$ cat src/rtl/bcd_ms_pkg.sv
package bcd_ms_pkg;
  typedef enum logic [1:0] {
    MODE_SW     = 2'd0,
    MODE_WIDTH  = 2'd1,
    MODE_PERIOD = 2'd2,
    MODE_OFF    = 2'd3
  } run_mode_e;
endpackage

$ cat src/rtl/bcd_ms_run_ctrl.sv
module bcd_ms_run_ctrl
  import bcd_ms_pkg::*;
(
  input  logic       clk_i,
  input  logic       rst_ni,
  input  logic [1:0] mode_i,
  input  logic       sw_run_i,
  input  logic       pin_i,
  output logic       run_o,
  output logic       start_clr_o
);
  logic pin_q, run_q, run_d, rise;
  run_mode_e mode;

  assign mode = run_mode_e'(mode_i);
  assign rise = pin_i & ~pin_q;

  always_comb begin
    unique case (mode)
      MODE_SW:     run_d = sw_run_i;
      MODE_WIDTH:  run_d = pin_i;
      MODE_PERIOD: run_d = rise ? ~run_q : run_q;
      default:     run_d = 1'b0;
    endcase
  end

  // A period measurement starts from zero.
  assign start_clr_o = (mode == MODE_PERIOD) && rise && !run_q;

  always_ff @(posedge clk_i or negedge rst_ni) begin
    if (!rst_ni) begin
      pin_q <= 1'b0;
      run_q <= 1'b0;
    end else begin
      pin_q <= pin_i;
      run_q <= run_d;
    end
  end

  assign run_o = run_q;
endmodule

$ cat src/rtl/bcd_ms_prescaler.sv
module bcd_ms_prescaler #(
  parameter int unsigned CLK_DIV = 32
) (
  input  logic clk_i,
  input  logic rst_ni,
  input  logic run_i,
  input  logic clr_i,
  output logic tick_o
);
  localparam int unsigned CNT_W = (CLK_DIV > 1) ? $clog2(CLK_DIV) : 1;
  localparam logic [CNT_W-1:0] LAST = CNT_W'(CLK_DIV - 1);

  logic [CNT_W-1:0] cnt_q;

  assign tick_o = run_i && (cnt_q == LAST);

  always_ff @(posedge clk_i or negedge rst_ni) begin
    if (!rst_ni)                   cnt_q <= '0;
    else if (clr_i || !run_i)      cnt_q <= '0;
    else if (cnt_q == LAST)        cnt_q <= '0;
    else                           cnt_q <= cnt_q + 1'b1;
  end
endmodule

$ cat src/rtl/bcd_ms_digit.sv
module bcd_ms_digit (
  input  logic       clk_i,
  input  logic       rst_ni,
  input  logic       clr_i,
  input  logic       inc_i,
  output logic [3:0] digit_o,
  output logic       carry_o
);
  logic [3:0] dig_q;

  assign carry_o = inc_i && (dig_q == 4'd9);

  always_ff @(posedge clk_i or negedge rst_ni) begin
    if (!rst_ni)      dig_q <= 4'd0;
    else if (clr_i)   dig_q <= 4'd0;
    else if (carry_o) dig_q <= 4'd0;
    else if (inc_i)   dig_q <= dig_q + 4'd1;
  end

  assign digit_o = dig_q;
endmodule

$ cat src/rtl/bcd_ms_counter.sv
module bcd_ms_counter #(
  parameter int unsigned CLK_DIV    = 32,
  parameter int unsigned NUM_DIGITS = 3   // at least 2
) (
  input  logic                    clk_i,
  input  logic                    rst_ni,
  input  logic [1:0]              mode_i,
  input  logic                    sw_run_i,
  input  logic                    meas_pin_i,
  input  logic                    clear_i,
  input  logic                    irq_sel_i,
  output logic [4*NUM_DIGITS-1:0] digits_o,
  output logic                    running_o,
  output logic                    irq_o
);
  logic run, start_clr, clr_all, tick, irq_q;
  logic [NUM_DIGITS:0]   inc;
  logic [NUM_DIGITS-1:0] carry;

  bcd_ms_run_ctrl u_run (
    .clk_i       (clk_i),
    .rst_ni      (rst_ni),
    .mode_i      (mode_i),
    .sw_run_i    (sw_run_i),
    .pin_i       (meas_pin_i),
    .run_o       (run),
    .start_clr_o (start_clr)
  );

  assign clr_all = clear_i || start_clr;

  bcd_ms_prescaler #(.CLK_DIV(CLK_DIV)) u_pre (
    .clk_i  (clk_i),
    .rst_ni (rst_ni),
    .run_i  (run),
    .clr_i  (clr_all),
    .tick_o (tick)
  );

  assign inc[0] = tick;

  for (genvar g = 0; g < NUM_DIGITS; g++) begin : g_dig
    bcd_ms_digit u_dig (
      .clk_i   (clk_i),
      .rst_ni  (rst_ni),
      .clr_i   (clr_all),
      .inc_i   (inc[g]),
      .digit_o (digits_o[4*g +: 4]),
      .carry_o (carry[g])
    );
    assign inc[g+1] = carry[g];
  end

  // Tenth-second mark is the carry out of the tens digit.
  always_ff @(posedge clk_i or negedge rst_ni) begin
    if (!rst_ni) irq_q <= 1'b0;
    else         irq_q <= !clr_all && (irq_sel_i ? carry[NUM_DIGITS-1] : carry[1]);
  end

  assign running_o = run;
  assign irq_o     = irq_q;
endmodule

$ cat config.mk
export PLATFORM = sky130hd
export DESIGN_NAME = bcd_ms_counter
export DESIGN_NICKNAME = d
export VERILOG_FILES = /design/src/rtl/bcd_ms_pkg.sv /design/src/rtl/bcd_ms_run_ctrl.sv /design/src/rtl/bcd_ms_prescaler.sv /design/src/rtl/bcd_ms_digit.sv /design/src/rtl/bcd_ms_counter.sv
export SDC_FILE = /design/constraint.sdc
export NUM_CORES = 1
export LEC_CHECK = 0
export BUFFER_PORTS_ARGS = -buffer_cell sky130_fd_sc_hd__buf_2
export CORE_MARGIN = 3
export CORE_UTILIZATION = 59
export CTS_BUF_LIST = sky130_fd_sc_hd__clkbuf_4
export DETAILED_ROUTE_END_ITERATION = 7
export GPL_TIMING_DRIVEN = 0
export PLACE_DENSITY = 0.85
export RECOVER_POWER = 50
export SYNTH_ARGS = -nofsm -noshare
export SYNTH_HDL_FRONTEND = slang
export SYNTH_SLANG_ARGS = --single-unit
$ cat constraint.sdc
create_clock -name clk_i -period 4.5 [get_ports clk_i]
set_input_delay 0.225 -clock clk_i [delete_from_list [all_inputs] [get_ports clk_i]]
set_output_delay 0.225 -clock clk_i [all_outputs]
set_load 0.005 [all_outputs]
======== Word level (Yosys, flattened, before mapping) ========
Index checks and enable logic that the tools add are counted.
storage, ports and cells
  register bits after elaboration ......... 20
  output and inout port bits .............. 14
  word-level logic and storage cells ...... 50
operators by class
  $add $sub $neg .......................... 4
  eq/ne operators ......................... 7
  muxes and demuxes ....................... 14
  bitwise logic cells ..................... 3
  reductions and logical operators ........ 15
operator list
  operator               number
  $mux W4                9
  $add A4 B1 Y4 const B  3
  $eq A4 B4 Y1 const B   3
  $mux W5                2
  $reduce_bool A3 Y1     3
  $logic_and A1 B1 Y1    7
  $add A5 B1 Y5 const B  1
  $eq A5 B5 Y1 const B   1
  $pmux W1 S3            1
  $eq A2 B1 Y1 const B   1
  $eq A2 B2 Y1 const B   1
  $logic_not A1 Y1       2
  $logic_not A2 Y1       1
  $logic_or A1 B1 Y1     2
  $mux W1                2
  $ne A2 B1 Y1 const B   1
  $not A1 Y1             2
  $and A1 B1 Y1          1

======== Longest topological paths before layout ========
  depth after elaboration ................. 7
  gate-level depth with buffers ........... 7

======== Hierarchy ========
A second synthesis with hierarchy kept.
second synthesis, totals
  cells, all modules ...................... 114
  area, all modules ....................... 1,129.8 um2
modules (own cells, without submodules)
  module            times used  cells each  area an instance (um2)
  bcd_ms_digit      3           26          241.5
  bcd_ms_prescaler  1           22          250.2
  bcd_ms_run_ctrl   1           10          107.6
  bcd_ms_counter    1           4           47.5

======== Least setup slack after synthesis ========
Ideal clock, no wire load.
  kind .................................... reg2reg
  start ................................... register u_pre.cnt_q[0]
  end ..................................... register g_dig[2].u_dig.dig_q[1]
  library setup time ...................... 0.078 ns
  arrival ................................. 1.690 ns
  required time ........................... 4.422 ns
  path slack .............................. 2.733 ns
  cell stages (with the launch flop) ...... 8
  cell sequence ........................... dfrtp_1 > ha_1 > and3_1 > ha_1 > and4b_4 > nand3_4 > or3_1 > a21oi_1
on the way
  word-level cells in the longest chain between the ends .. 7
ends and longest elaborated chain
  element                              line                    source
  from (decl)                          bcd_ms_prescaler.sv:13  logic [CNT_W-1:0] cnt_q;
  from (signal assigned)               bcd_ms_prescaler.sv:21  else cnt_q <= cnt_q + 1'b1;
  $eq A5 B5 Y1 *                       bcd_ms_prescaler.sv:15  assign tick_o = run_i && (cnt_q == LAST);
  $logic_and A1 B1 Y1 *                bcd_ms_prescaler.sv:15
  $logic_and A1 B1 Y1 * (2 in series)  bcd_ms_digit.sv:11      assign carry_o = inc_i && (dig_q == 4'd9);
  $logic_and A1 B1 Y1                  bcd_ms_digit.sv:11
  $mux W4                              bcd_ms_digit.sv:16      else if (carry_o) dig_q <= 4'd0;
  $mux W4                              bcd_ms_digit.sv:15      else if (clr_i) dig_q <= 4'd0;
  to (signal assigned)                 bcd_ms_digit.sv:17      else if (inc_i) dig_q <= dig_q + 4'd1;
  to (decl)                            bcd_ms_digit.sv:9       logic [3:0] dig_q;
Mark *: on every way between the ends. The rest lies on a longest branch, timed or not.
A chain may end at the register's enable or synchronous reset.

======== Worst setup path after layout ========
Ends and elaborated chain as after synthesis.

==> metrics.cfg <==
[clock_tree]
clkSinkCount = 20
cts_inserted_buffers = 3
cts_tree = built
clk_pin_slew_worst_paths_ns = 0.10
cts_root_buf = clkbuf_4
clk_path_buf_depth = 2
clock_latency_ns = 0.29
cts_htree_levels = 1
post_cts_resized = 0
postCtsSetupRepairBufs = 0

[sta]
drv_slew = 0
fmax_mhz = 509.6
worstMarginPinSlew_ns = 1.040
finClkSkew_ns = 0.002808
relSlewSlack_pct = 30.68
hold_viol = 0
rsz0062_at_grt = no
setup_tns_ns = 0
setup-violations-final = 0
fin_crit_sh_pct = 43.61
period_minus_slack_ns = 1.963

[synth]
synthCells = 101
avgSynthCellArea_um2 = 10.28
synth_flop_cell = dfrtp_1
syn_area_mm2 = 0.001038
async_flop_share_pct = 100.0
netlist_top_cells_area = dfrtp_1, ha_1, nor2_1
synth.distinct_cells = 25
synth_top_area_share_pct = 48.19
post-synth-top-area-cell = dfrtp_1
syn_nets = 117
yosysWarningCount = 0
synth-edff-count = 0
yosysSeqAreaShare_pct = 48.19
ys_seq_elements = 20

[setup_path]
critPathLaunch = u_pre.cnt_q[0]$_DFF_PN0_
ff2ff_setup_slack_ns = 2.54
path_class = reg -> reg
worstPathArrival_ns = 2.18
reg2reg_to = g_dig[2].u_dig.digit_o[1]$_DFFE_PN0P_
r2r_cells = 7
start_kind = flip-flop
rr_startpoint = u_pre.cnt_q[0]$_DFF_PN0_
critPathMaxFanout = 7
required_ns = 4.71
endpoint_kind = flip-flop
critPathCapture = g_dig[2].u_dig.digit_o[1]$_DFFE_PN0P_

[drt]
wl_per_cell_um = 13.17
vias = 813
wl_um = 1884
drc = 0
drt_iter0_drc = 7
ant_nets = 0
dr.pass1.iters = 6
via_per_inst = 5.685

[pwr]
p_int_uw = 221.1
p_leak_uw = 0.0006020
p_comb_share_pct = 6.3
p_switching_uw = 63.50
p_clk_share_pct = 28.9
ir_drop_mv = 0.1697
p_sw_share_pct = 22.31
power_density_mw_per_mm2 = 238.2
pwr-share-seq_pct = 64.8

[placed_design]
io_buffers = 21
place_congestion = 0.7109
dp_hpwl_um = 1444

[job]
cap_viol_max_count = 0

[cells_and_area]
area_growth_pct = 15.06
fin_util_pct = 75.79
num_antenna_cells = 0
multi_input_comb_area_um2 = 523.0
drive_gt1_share_pct = 18.90
fill_cells = 109
nNetsFinal = 144
seq_area_um2 = 500.5

[die]
rows = 14
die_area_mm2 = 0.002300
start_util_pct = 65.87
core-area_mm2 = 0.001577
pin_count = 22
die_w_um = 47.96
fp.dieH_um = 47.96

[grt]
overflow = 0
groute.usage.overall_pct = 18.94
antenna_found_initial = 0
grt_pass1_wl_um = 3022
grt_pass1_vias = 719
grt_max_degree = 21

[min_path]
hold_path_class = in -> reg

[status]
status = finished, final reports clean

==> final cells by class <==
type / instances / share of cell area (%)
multi-input combinational: 77 / 43.77
timing repair buffer: 22 / 9.215
buffer: 1 / 0.3141
inverter: 3 / 0.9424
clock inverter: 1 / 0.3141
clock buffer: 3 / 1.885
tap: 16 / 1.675
sequential: 20 / 41.88
==> power by group through the flow <==
stage | logic (µW) | clock network [µW] | registers, µW
after floorplan | 7.46 | 0 | 188
after global placement | 17.1 | 0 | 188
after detailed placement | 17.7 | 0 | 188
after CTS | 18.5 | 86.4 | 184
after global routing | 20.4 | 96.0 | 185
final | 17.8 | 82.4 | 184
==> what timing repair did <==
| action | in CTS | in global routing |
|---|---|---|
| hold buffers | 1 | 0 |
| setup endpoints to repair | 0 | 0 |
| hold endpoints to repair | 20 | 0 |
==> worst max-delay path, stage by stage (launching register included) <==
cell and delay [ns]:
dfrtp_1 0.38, ha_1 0.18, and3_1 0.16, ha_1 0.22, and4b_4 0.30, nand3_4 0.11, or3_1 0.37, a21oi_1 0.16
==> flip-flops by register name, indices dropped and copies added (netlist names) <==
name                 cells
u_pre.cnt_q              5
u_run.run_o              1
g_dig.u_dig.digit_o     12
u_run.pin_q              1
irq_o                    1
==> kinds of logic (layout without fill, tap and decap cells) <==
logic type / count (synthesis) / count (layout) / share of synthesized area [%]
simple gates: 48 / 48 / 25.90
xor+xnor: 6 / 6 / 5.060
fa+ha+maj: 8 / 8 / 9.639
mux: 4 / 4 / 3.856
compound gates: 11 / 11 / 5.904
flops: 20 / 20 / 48.19
buf+inv: 4 / 30 / 1.445
==> per-stage QoR <==
| stage | cells | total power, µW | setup slack, ns | hold slack, ns | cell area (µm²) |
|---|---|---|---|---|---|
| after CTS | 143 | 289.3 | 2.530 | 0.05511 | 1200 |
| after floorplan | 101 | 195.1 | 2.733 | -0.07059 | 1039 |
| after global routing | 143 | 301.5 | 2.432 | 0.06643 | 1195 |
| final | 143 | 284.6 | 2.537 | 0.06918 | 1195 |
| after detailed placement | 138 | 205.7 | 2.564 | 0.1914 | 1164 |
| after global placement | 138 | 204.9 | 2.609 | 0.1871 | 1164 |
==> layer usage <==
layer	up-vias	wire, µm	track usage, %
li1	399	-	-
met1	390	829	22.90
met2	20	938	32.98
met3	4	93	4.511
met4	0	23	5.914
met5	-	0	0
==> worst min path at each step <==
stage / start / to / slack [ns] / cells past startpoint
final: meas_pin_i / u_run.pin_q$_DFF_PN0_ / 0.07 / 1
after global routing: meas_pin_i / u_run.pin_q$_DFF_PN0_ / 0.07 / 1
after CTS: meas_pin_i / u_run.pin_q$_DFF_PN0_ / 0.06 / 1
after detailed placement: rst_ni / u_run.pin_q$_DFF_PN0_ / 0.19 / 1
after global placement: rst_ni / u_run.pin_q$_DFF_PN0_ / 0.19 / 1
after floorplan: rst_ni / g_dig[0].u_dig.digit_o[0]$_DFFE_PN0P_ / -0.07 / 0
==> cells in the final DEF (no fill, tap or decap), drive strengths merged <==
| cell type | synthesis | final |
|---|---|---|
| dfrtp | 20 | 20 |
| buf | 0 | 17 |
| nor2 | 16 | 16 |
| ha | 8 | 8 |
| clkbuf | 1 | 8 |
| nand3 | 7 | 7 |
| a21oi | 6 | 6 |
| or3 | 5 | 5 |
| nand2 | 5 | 5 |
| xor2 | 4 | 4 |
| mux2i | 4 | 4 |
| inv | 3 | 3 |
| nor2b | 3 | 3 |
| o21ai | 3 | 3 |
| and2 | 3 | 3 |
| nand2b | 2 | 2 |
| xnor2 | 2 | 2 |
| nand3b | 2 | 2 |
| and3b | 2 | 2 |
| and3 | 1 | 1 |
| and4b | 1 | 1 |
| a31o | 1 | 1 |
| a211oi | 1 | 1 |
| nand4 | 1 | 1 |
| clkinv | 0 | 1 |
| dlygate4sd3 | 0 | 1 |
==> synth_stat cells (2+ instances only) <==
library cell and number:
nand3b_1 2, and3b_1 2, inv_1 3, nor2b_1 3, nor2_1 16, nand3_1 6
mux2i_1 4, nand2_1 4, o21ai_0 3, dfrtp_1 20, or3_1 5, a21oi_1 6
ha_1 8, xor2_1 4, and2_1 3, xnor2_1 2, nand2b_1 2
(Power assumes the default switching activity.)
